## src/rtl/da_ip_pkg.sv

```systemverilog
package da_ip_pkg;
  typedef enum logic [1:0] {
    OP_IDLE      = 2'd0,
    OP_ADD_SHIFT = 2'd1,
    OP_SUB_FINAL = 2'd2
  } da_op_e;
endpackage

```

## src/rtl/da_slice_ctrl.sv

```systemverilog
module da_slice_ctrl
  import da_ip_pkg::*;
#(
  parameter int B  = 16,
  parameter int IW = $clog2(B)
) (
  input  logic          clk,
  input  logic          rst_n,
  input  logic          start,
  input  logic          tbl_valid,
  output logic          clr,
  output da_op_e        op,
  output logic [IW-1:0] idx,
  output logic          busy,
  output logic          done
);
  localparam logic [IW-1:0] LAST_IDX = IW'(B - 1);

  logic          busy_q, busy_d;
  logic          done_q, done_d;
  logic [IW-1:0] idx_q, idx_d;

  always_comb begin
    busy_d = busy_q;
    done_d = 1'b0;
    idx_d  = idx_q;
    clr    = 1'b0;
    op     = OP_IDLE;
    if (!busy_q) begin
      if (start) begin
        busy_d = 1'b1;
        idx_d  = LAST_IDX;
        clr    = 1'b1;
      end
    end else if (tbl_valid) begin
      if (idx_q == '0) begin
        op     = OP_SUB_FINAL;
        busy_d = 1'b0;
        done_d = 1'b1;
      end else begin
        op    = OP_ADD_SHIFT;
        idx_d = idx_q - 1'b1;
      end
    end
  end

  always_ff @(posedge clk or negedge rst_n) begin
    if (!rst_n) begin
      busy_q <= 1'b0;
      done_q <= 1'b0;
      idx_q  <= '0;
    end else begin
      busy_q <= busy_d;
      done_q <= done_d;
      idx_q  <= idx_d;
    end
  end

  assign idx  = idx_q;
  assign busy = busy_q;
  assign done = done_q;

  assert_start_load_R2: assert property (@(posedge clk) disable iff (!rst_n)
    (start && !busy_q) |=> (busy_q && idx_q == LAST_IDX));
  assert_idx_step_R3: assert property (@(posedge clk) disable iff (!rst_n)
    (busy_q && tbl_valid && idx_q != '0) |=> (idx_q == $past(idx_q) - 1'b1));
  assert_stall_hold_R6: assert property (@(posedge clk) disable iff (!rst_n)
    (busy_q && !tbl_valid) |=> (busy_q && $stable(idx_q)));
  assert_done_pulse_R7: assert property (@(posedge clk) disable iff (!rst_n)
    done_q |=> !done_q);
  assert_done_at_end_R7: assert property (@(posedge clk) disable iff (!rst_n)
    $fell(busy_q) |-> done_q);
  assert_busy_start_ignored_R8: assert property (@(posedge clk) disable iff (!rst_n)
    (busy_q && start && idx_q != '0) |=> busy_q);
endmodule

```

## src/rtl/da_acc_path.sv

```systemverilog
module da_acc_path
  import da_ip_pkg::*;
#(
  parameter int W  = 16,
  parameter int AW = 2 * W
) (
  input  logic          clk,
  input  logic          rst_n,
  input  logic          clr,
  input  da_op_e        op,
  input  logic [W-1:0]  word,
  output logic [AW-1:0] result
);
  logic [AW-1:0] acc_q, acc_d;
  logic [AW-1:0] res_q, res_d;
  logic [AW:0]   sum_wide;
  logic [AW-1:0] diff;

  // guard bit keeps the add exact before the halving shift
  assign sum_wide = {acc_q[AW-1], acc_q} + {word[W-1], word, {W{1'b0}}};
  assign diff     = acc_q - {word, {W{1'b0}}};

  always_comb begin
    acc_d = acc_q;
    res_d = res_q;
    if (clr) begin
      acc_d = '0;
    end else begin
      case (op)
        OP_ADD_SHIFT: acc_d = sum_wide[AW:1];
        OP_SUB_FINAL: begin
          acc_d = diff;
          res_d = diff;
        end
        default: acc_d = acc_q;
      endcase
    end
  end

  always_ff @(posedge clk or negedge rst_n) begin
    if (!rst_n) begin
      acc_q <= '0;
      res_q <= '0;
    end else begin
      acc_q <= acc_d;
      res_q <= res_d;
    end
  end

  assign result = res_q;

  assert_clear_acc_R2: assert property (@(posedge clk) disable iff (!rst_n)
    clr |=> (acc_q == '0));
  assert_stall_acc_R6: assert property (@(posedge clk) disable iff (!rst_n)
    (op == OP_IDLE && !clr) |=> $stable(acc_q));
  assert_result_hold_R9: assert property (@(posedge clk) disable iff (!rst_n)
    (op != OP_SUB_FINAL) |=> $stable(res_q));
endmodule

```

## src/rtl/da_inner_product.sv

```systemverilog
module da_inner_product
  import da_ip_pkg::*;
#(
  parameter int W  = 16,
  parameter int B  = 16,
  parameter int IW = $clog2(B)
) (
  input  logic            clk,
  input  logic            rst_n,
  input  logic            start,
  input  logic            tbl_valid,
  input  logic [W-1:0]    tbl_word,
  output logic [IW-1:0]   slice_idx,
  output logic            busy,
  output logic            done,
  output logic [2*W-1:0]  result
);
  logic   clr;
  da_op_e op;

  da_slice_ctrl #(.B(B), .IW(IW)) u_ctrl (
    .clk       (clk),
    .rst_n     (rst_n),
    .start     (start),
    .tbl_valid (tbl_valid),
    .clr       (clr),
    .op        (op),
    .idx       (slice_idx),
    .busy      (busy),
    .done      (done)
  );

  da_acc_path #(.W(W), .AW(2 * W)) u_acc (
    .clk    (clk),
    .rst_n  (rst_n),
    .clr    (clr),
    .op     (op),
    .word   (tbl_word),
    .result (result)
  );
endmodule

```

## config.mk

```make
export PLATFORM = sky130hd
export DESIGN_NAME = da_inner_product
export DESIGN_NICKNAME = d
export VERILOG_FILES = /design/src/rtl/da_ip_pkg.sv /design/src/rtl/da_slice_ctrl.sv /design/src/rtl/da_acc_path.sv /design/src/rtl/da_inner_product.sv
export SDC_FILE = /design/constraint.sdc
export NUM_CORES = 1
export LEC_CHECK = 0
export BUFFER_PORTS_ARGS = -buffer_cell sky130_fd_sc_hd__buf_2
export CAP_MARGIN = 15
export CORE_ASPECT_RATIO = 1.5
export CORE_UTILIZATION = 46
export DETAILED_ROUTE_END_ITERATION = 7
export MAX_ROUTING_LAYER = met4
export PLACE_DENSITY = 0.66
export SYNTH_ARGS = -nofsm -noshare
export SYNTH_HDL_FRONTEND = slang
export SYNTH_SLANG_ARGS = --single-unit
```

## constraint.sdc

```tcl
create_clock -name clk -period 3.1 [get_ports clk]
set_input_delay 0.465 -clock clk [delete_from_list [all_inputs] [get_ports clk]]
set_output_delay 0.465 -clock clk [all_outputs]
set_load 0.02 [all_outputs]
```

======== After elaboration in Yosys (flattened, before gate mapping) ========
Cells that the tools add are included.
operators by class
  $add $sub $neg .......................... 3
  equal/unequal tests ..................... 4
  mux-type cells .......................... 17
  bitwise gates (word level) .............. 1
  reductions and logical operators ........ 5
operators by type and width
  kind                                                                 count
  32-bit case mux with 2 select lines                                  1
  32-bit by 32-bit adder with 33-bit output                            1
  32-bit two-way mux                                                   1
  32-bit subtractor                                                    1
  4-bit two-way mux                                                    4
  1-bit two-way mux                                                    8
  2-bit two-way mux                                                    3
  4-bit zero test                                                      1
  2-bit inequality test (second input constant)                        2
  4-bit by 1-bit subtractor with 4-bit output (second input constant)  1
  3-bit AND reduction                                                  1
  3-bit nonzero test                                                   1
  2-bit by 1-bit == test with 1-bit output (second input constant)     1
  2-bit == test (second input constant)                                1
  2-bit AND reduction                                                  1
  2-bit nonzero test                                                   1
  1-bit NOT                                                            1
storage, ports and cells
  register bits after elaboration ......... 70
  bits of input ports ..................... 20
  logic and storage cells ................. 35

======== Depth between registers and ports, before layout ========
  depth in word-level cells ............... 7
  gate-level depth with buffers ........... 11
  depth with buffers taken out ............ 11

======== Modules after synthesis ========
From an unflattened synthesis, not the netlist that was laid out.
second synthesis, totals
  cell total of the unflattened synthesis .. 572
  area total of the unflattened synthesis .. 4722.0 um^2
modules (own cells, without submodules)
  module         instances  cells each  area each (um^2)  seq. area each (um^2)
  da_acc_path    1          541         4388.0            1601.5
  da_slice_ctrl  1          31          334.1             150.1

======== Worst setup path before layout ========
Ideal clock, no wire load.
  path kind ............................... input port to flip-flop
  start ................................... input tbl_word[1]
  end ..................................... register u_acc.acc_q[30]
  data arrival time ....................... 2130 ps
  required time ........................... 2965 ps
  path slack .............................. 835 ps
  stages .................................. 9
  path buffers ............................ 0
  path through ............................ inv_1 ha_1 and2b_1 o211ai_2 a311oi_2 or4_1 o32ai_2 xor2_1 o211ai_1
between the ends
  longest elaborated chain between the ends .. 3
RTL lines
  element                                                                                RTL line                              source
  from (decl)                                                                            da_inner_product.sv:12                input logic [W-1:0] tbl_word,
  32-bit subtractor / 32-bit by 32-bit adder with 33-bit output (equally long branches)  da_acc_path.sv:21, da_acc_path.sv:20
  32-bit case mux with 2 select lines *                                                  da_acc_path.sv:29                     case (op)
  32-bit two-way mux *                                                                   da_acc_path.sv:26                     if (clr) begin
  to (signal assigned)                                                                   da_acc_path.sv:42                     acc_q <= '0;
  to (signal assigned)                                                                   da_acc_path.sv:45                     acc_q <= acc_d;
  to (decl)                                                                              da_acc_path.sv:14                     logic [AW-1:0] acc_q, acc_d;
Mark *: on every way between the ends. The rest lies on a longest branch, timed or not.
A chain may end at the register's enable or synchronous reset.

======== Final worst setup path ========
  start ................................... register u_acc.acc_q[16]
  end ..................................... register u_acc.acc_q[24]
between the ends
  longest elaborated chain between the ends .. 3
RTL lines
  element                                                                                RTL line
  32-bit subtractor / 32-bit by 32-bit adder with 33-bit output (equally long branches)  da_acc_path.sv:21, da_acc_path.sv:20
  32-bit case mux with 2 select lines *                                                  da_acc_path.sv:29
  32-bit two-way mux *                                                                   da_acc_path.sv:26
Marked as above.

==> run_summary.xml <==
<?xml version="1.0" encoding="UTF-8"?>
<metrics>
  <group name="floorplanning">
    <metric name="start_util" unit="%">47.4</metric>
    <metric name="die_x" unit="µm">80.1</metric>
    <metric name="die_area" unit="µm²">9550</metric>
    <metric name="die_h" unit="µm">119</metric>
    <metric name="number_of_placement_rows" unit="">42</metric>
    <metric name="fp.coreArea" unit="µm²">8880</metric>
    <metric name="design.portCount" unit="">58</metric>
  </group>
  <group name="min_path">
    <metric name="min_path_type" unit="">input port to asynchronous set/reset pin</metric>
  </group>
  <group name="worst_setup_path">
    <metric name="worst_ep_required_time" unit="ns">3.30</metric>
    <metric name="cp_max_fo" unit="">4</metric>
    <metric name="critPathArrivalTime" unit="ns">2.75</metric>
    <metric name="worstRegToRegCells" unit="">11</metric>
    <metric name="setup.worst_path.class" unit="">flip-flop to flip-flop</metric>
    <metric name="start_kind" unit="">flip-flop</metric>
    <metric name="worst_setup_path_end_kind" unit="">flip-flop</metric>
  </group>
  <group name="grt">
    <metric name="antenna_violations_before_repair" unit="">0</metric>
    <metric name="grt_pass1_vias" unit="">3595</metric>
    <metric name="grt_pass1_wl" unit="mm">17.1</metric>
    <metric name="grt_max_degree" unit="">38</metric>
    <metric name="global_route.overflow_total" unit="">0</metric>
    <metric name="grt_util_all_layers" unit="%">24.1</metric>
  </group>
  <group name="synth">
    <metric name="yosysTopAreaCellShare" unit="%">41.6</metric>
    <metric name="syn-num-nets" unit="">528</metric>
    <metric name="synth_cells" unit="">474</metric>
    <metric name="ys.flop_type" unit="">sky130_fd_sc_hd__dfrtp_1</metric>
    <metric name="synthArstFlopShare" unit="%">100</metric>
    <metric name="synth-edff-count" unit="">0</metric>
    <metric name="synth.lib_cells_used.distinct" unit="">55</metric>
    <metric name="post-synth-top-area-cell" unit="">sky130_fd_sc_hd__dfrtp_1</metric>
    <metric name="synth.top_cells.by_area" unit="">sky130_fd_sc_hd__dfrtp_1 42%, sky130_fd_sc_hd__ha_1 9.5%, sky130_fd_sc_hd__nand2_1 9.3%</metric>
    <metric name="yosys-top-cells-count" unit="">104 x sky130_fd_sc_hd__nand2_1, 70 x sky130_fd_sc_hd__dfrtp_1, 33 x sky130_fd_sc_hd__a21oi_1</metric>
    <metric name="synthesis.area_per_instance" unit="µm²">8.89</metric>
    <metric name="synthesis.area" unit="µm²">4210</metric>
    <metric name="yosys.cell_count.top_type" unit="">sky130_fd_sc_hd__nand2_1</metric>
    <metric name="yosys_register_bits" unit="">70</metric>
    <metric name="synth_sequential_area_ratio" unit="%">41.6</metric>
    <metric name="yosys_warnings" unit="">0</metric>
  </group>
  <group name="layout">
    <metric name="final-instance-count-excl-fill" unit="">645</metric>
    <metric name="areaGrowthSynthToFinish" unit="%">17.8</metric>
    <metric name="finish.net_count" unit="">584</metric>
    <metric name="drive_gt1_share" unit="%">18.5</metric>
    <metric name="antenna_cells" unit="">0</metric>
    <metric name="fin_area" unit="µm²">4960</metric>
  </group>
  <group name="sta">
    <metric name="fin_crit_sh" unit="%">82.3</metric>
    <metric name="drv_slew" unit="">0</metric>
    <metric name="rel_slew_slack" unit="%">43.4</metric>
    <metric name="setup_viol_count_final" unit="">0</metric>
    <metric name="rsz0062_at_grt" unit="">false</metric>
    <metric name="finalSetupTns" unit="ns">0</metric>
    <metric name="report.final.hold_viol_count" unit="">0</metric>
    <metric name="finalWorstPathRequiredPeriod" unit="ns">2.55</metric>
    <metric name="clock-skew-final" unit="ns">0.00525</metric>
    <metric name="timing_worst_slew_pin_value" unit="ns">0.849</metric>
    <metric name="clock.fmax" unit="MHz">392</metric>
    <metric name="setup_slack" unit="ns">0.547</metric>
  </group>
  <group name="routing">
    <metric name="wl_per_cell" unit="µm">16.0</metric>
    <metric name="ant_nets" unit="">0</metric>
    <metric name="remaining_drc_errors" unit="">0</metric>
    <metric name="detailedRoute.firstPassIterationCount" unit="">5</metric>
    <metric name="routed_via_density" unit="">5.50</metric>
    <metric name="routed-via-count" unit="">3546</metric>
    <metric name="drt-total-wl" unit="mm">10.3</metric>
    <metric name="drt_iter0_markers" unit="">136</metric>
  </group>
  <group name="pwr">
    <metric name="power_report.internal_total" unit="mW">3.20</metric>
    <metric name="worst_ir_drop_vdd" unit="µV">548</metric>
    <metric name="switching_power" unit="mW">2.43</metric>
    <metric name="switching_share" unit="%">43.2</metric>
    <metric name="power_density" unit="nW/µm²">1140</metric>
    <metric name="share_comb_of_total_power" unit="%">51.3</metric>
    <metric name="p_leak" unit="nW">2.55</metric>
    <metric name="seq_power_share" unit="%">28.6</metric>
    <metric name="clockPowerShare" unit="%">20.1</metric>
  </group>
  <group name="cts">
    <metric name="cts_max_level" unit="">3</metric>
    <metric name="cts_num_sinks" unit="">70</metric>
    <metric name="cts_root_buffer" unit="">sky130_fd_sc_hd__clkbuf_16</metric>
    <metric name="worstSkewPairLatency" unit="ns">0.33</metric>
    <metric name="numCtsBuffers" unit="">9</metric>
    <metric name="cts_repair_resize_count" unit="">0</metric>
    <metric name="post_cts_buffers" unit="">0</metric>
    <metric name="post_cts_hold_buffers" unit="">0</metric>
    <metric name="tritoncts" unit="">built</metric>
    <metric name="clock_transition_at_the_registers_of_the_reported_paths" unit="ns">0.06</metric>
    <metric name="clock_tree.buffer_depth" unit="">2</metric>
  </group>
  <group name="place">
    <metric name="globalplace.congestion" unit="">0.954</metric>
    <metric name="place_area" unit="µm²">4630</metric>
    <metric name="dp_cells" unit="">629</metric>
    <metric name="hpwl" unit="mm">7.66</metric>
    <metric name="place_ws" unit="ns">0.423</metric>
    <metric name="io_buffer_count" unit="">57</metric>
  </group>
  <group name="run_status">
    <metric name="status" unit="">complete, no violations</metric>
  </group>
  <group name="flow_run">
    <metric name="timing.max_cap.violations" unit="">0</metric>
  </group>
</metrics>
## layout by cell type (no fill, tap or decap), types with 3 or more instances in the layout
cell	synthesis	routed
sky130_fd_sc_hd__a21o_1	5	5
sky130_fd_sc_hd__a21oi_1	33	33
sky130_fd_sc_hd__a22o_1	18	18
sky130_fd_sc_hd__buf_2	4	57
sky130_fd_sc_hd__buf_4	0	8
sky130_fd_sc_hd__clkbuf_16	0	9
sky130_fd_sc_hd__dfrtp_1	70	70
sky130_fd_sc_hd__ha_1	32	32
sky130_fd_sc_hd__inv_1	27	27
sky130_fd_sc_hd__inv_2	7	7
sky130_fd_sc_hd__nand2_1	104	104
sky130_fd_sc_hd__nand2b_1	4	4
sky130_fd_sc_hd__nor2_1	24	24
sky130_fd_sc_hd__nor2b_1	4	4
sky130_fd_sc_hd__nor3_1	9	9
sky130_fd_sc_hd__nor4_1	3	3
sky130_fd_sc_hd__o211ai_1	5	5
sky130_fd_sc_hd__o21a_1	4	4
sky130_fd_sc_hd__o21ai_0	7	7
sky130_fd_sc_hd__o21ai_1	22	22
sky130_fd_sc_hd__o21bai_1	6	6
sky130_fd_sc_hd__o221ai_1	3	3
sky130_fd_sc_hd__o31ai_1	3	3
sky130_fd_sc_hd__xnor2_1	20	20
sky130_fd_sc_hd__xor2_1	5	5
## through the flow
step | total power, mW | hold WS (ns) | utilization, %
after floorplan | 3.73 | 0.169 | -
after global placement | 4.45 | 0.453 | 52.1
after detailed placement | 4.50 | 0.459 | 52.1
after CTS | 5.67 | 0.275 | 55.9
after global routing | 6.06 | 0.310 | 55.9
final | 5.64 | 0.239 | 55.9
## power by group through the flow
stage	Combinational, mW	Clock (mW)	Sequential (mW)
global route	3.19	1.19	1.67
CTS	2.90	1.16	1.62
detailed placement	2.87	0	1.63
finish	2.89	1.13	1.61
global placement	2.84	0	1.61
floorplan	1.91	0	1.82
## cell families (layout without fill, tap and decap cells)
family / after synthesis / count (layout) / synth area share [%]
and+or+nand+nor: 161 / 161 / 16.3
AOI/OAI and AO/OA: 127 / 127 / 21.0
DFF: 70 / 70 / 41.6
buffers and inverters: 55 / 116 / 5.02
adders and majority gates: 34 / 34 / 10.5
xor gates and xnor gates: 25 / 25 / 5.20
muxes: 2 / 2 / 0.475
## final timing paths
path / start / end / slack, ns
min in group clk: start / u_ctrl.busy$_DFF_PN0_ / 0.40
worst min register to register: u_acc.result[11]$_DFFE_PN0P_ / u_acc.result[11]$_DFFE_PN0P_ / 0.47
worst min-delay path: rst_n / u_acc.acc_q[28]$_DFFE_PN0P_ / 0.24
max in group asynchronous: rst_n / u_ctrl.idx[2]$_DFFE_PN0P_ / 2.17
worst max register to register: u_acc.acc_q[16]$_DFFE_PN0P_ / u_acc.acc_q[24]$_DFFE_PN0P_ / 0.55
worst max-delay path: u_acc.acc_q[16]$_DFFE_PN0P_ / u_acc.acc_q[24]$_DFFE_PN0P_ / 0.55
## per-layer routing
metal | GRT usage, % | vias to the layer above | share of wire (%)
li1 | - | 1738 | -
met1 | 26.9 | 1694 | 40
met2 | 42.3 | 93 | 53
met3 | 3.68 | 21 | 3.9
met4 | 9.93 | 0 | 2.9
met5 | - | - | 0
## registers in the layout, indices dropped and copies added (netlist names)
name and cells:
u_acc.acc_q 32, u_acc.result 32, u_ctrl.busy 1, u_ctrl.done 1, u_ctrl.idx 4
## critical path: stages (launching register included)
cell	delay (ns)
sky130_fd_sc_hd__dfrtp_1	0.39
sky130_fd_sc_hd__inv_1	0.06
sky130_fd_sc_hd__ha_1	0.16
sky130_fd_sc_hd__inv_1	0.06
sky130_fd_sc_hd__fa_1	0.44
sky130_fd_sc_hd__a21oi_1	0.24
sky130_fd_sc_hd__o31ai_1	0.13
sky130_fd_sc_hd__a21oi_1	0.26
sky130_fd_sc_hd__o21bai_1	0.10
sky130_fd_sc_hd__a21oi_1	0.17
sky130_fd_sc_hd__xor2_1	0.25
sky130_fd_sc_hd__o221ai_1	0.16
## cell type report
cell class                      instances  area [µm²]
Sequential cell                        70        1750
Tap cell                              110         138
Inverter                               34         128
Timing Repair Buffer                   66         365
Clock buffer                            9         225
Multi-Input combinational cell        349        2250
Fill cell                             830        3920
Clock inverter                          7         105
No activity file was read; power rests on OpenSTA's default activity.
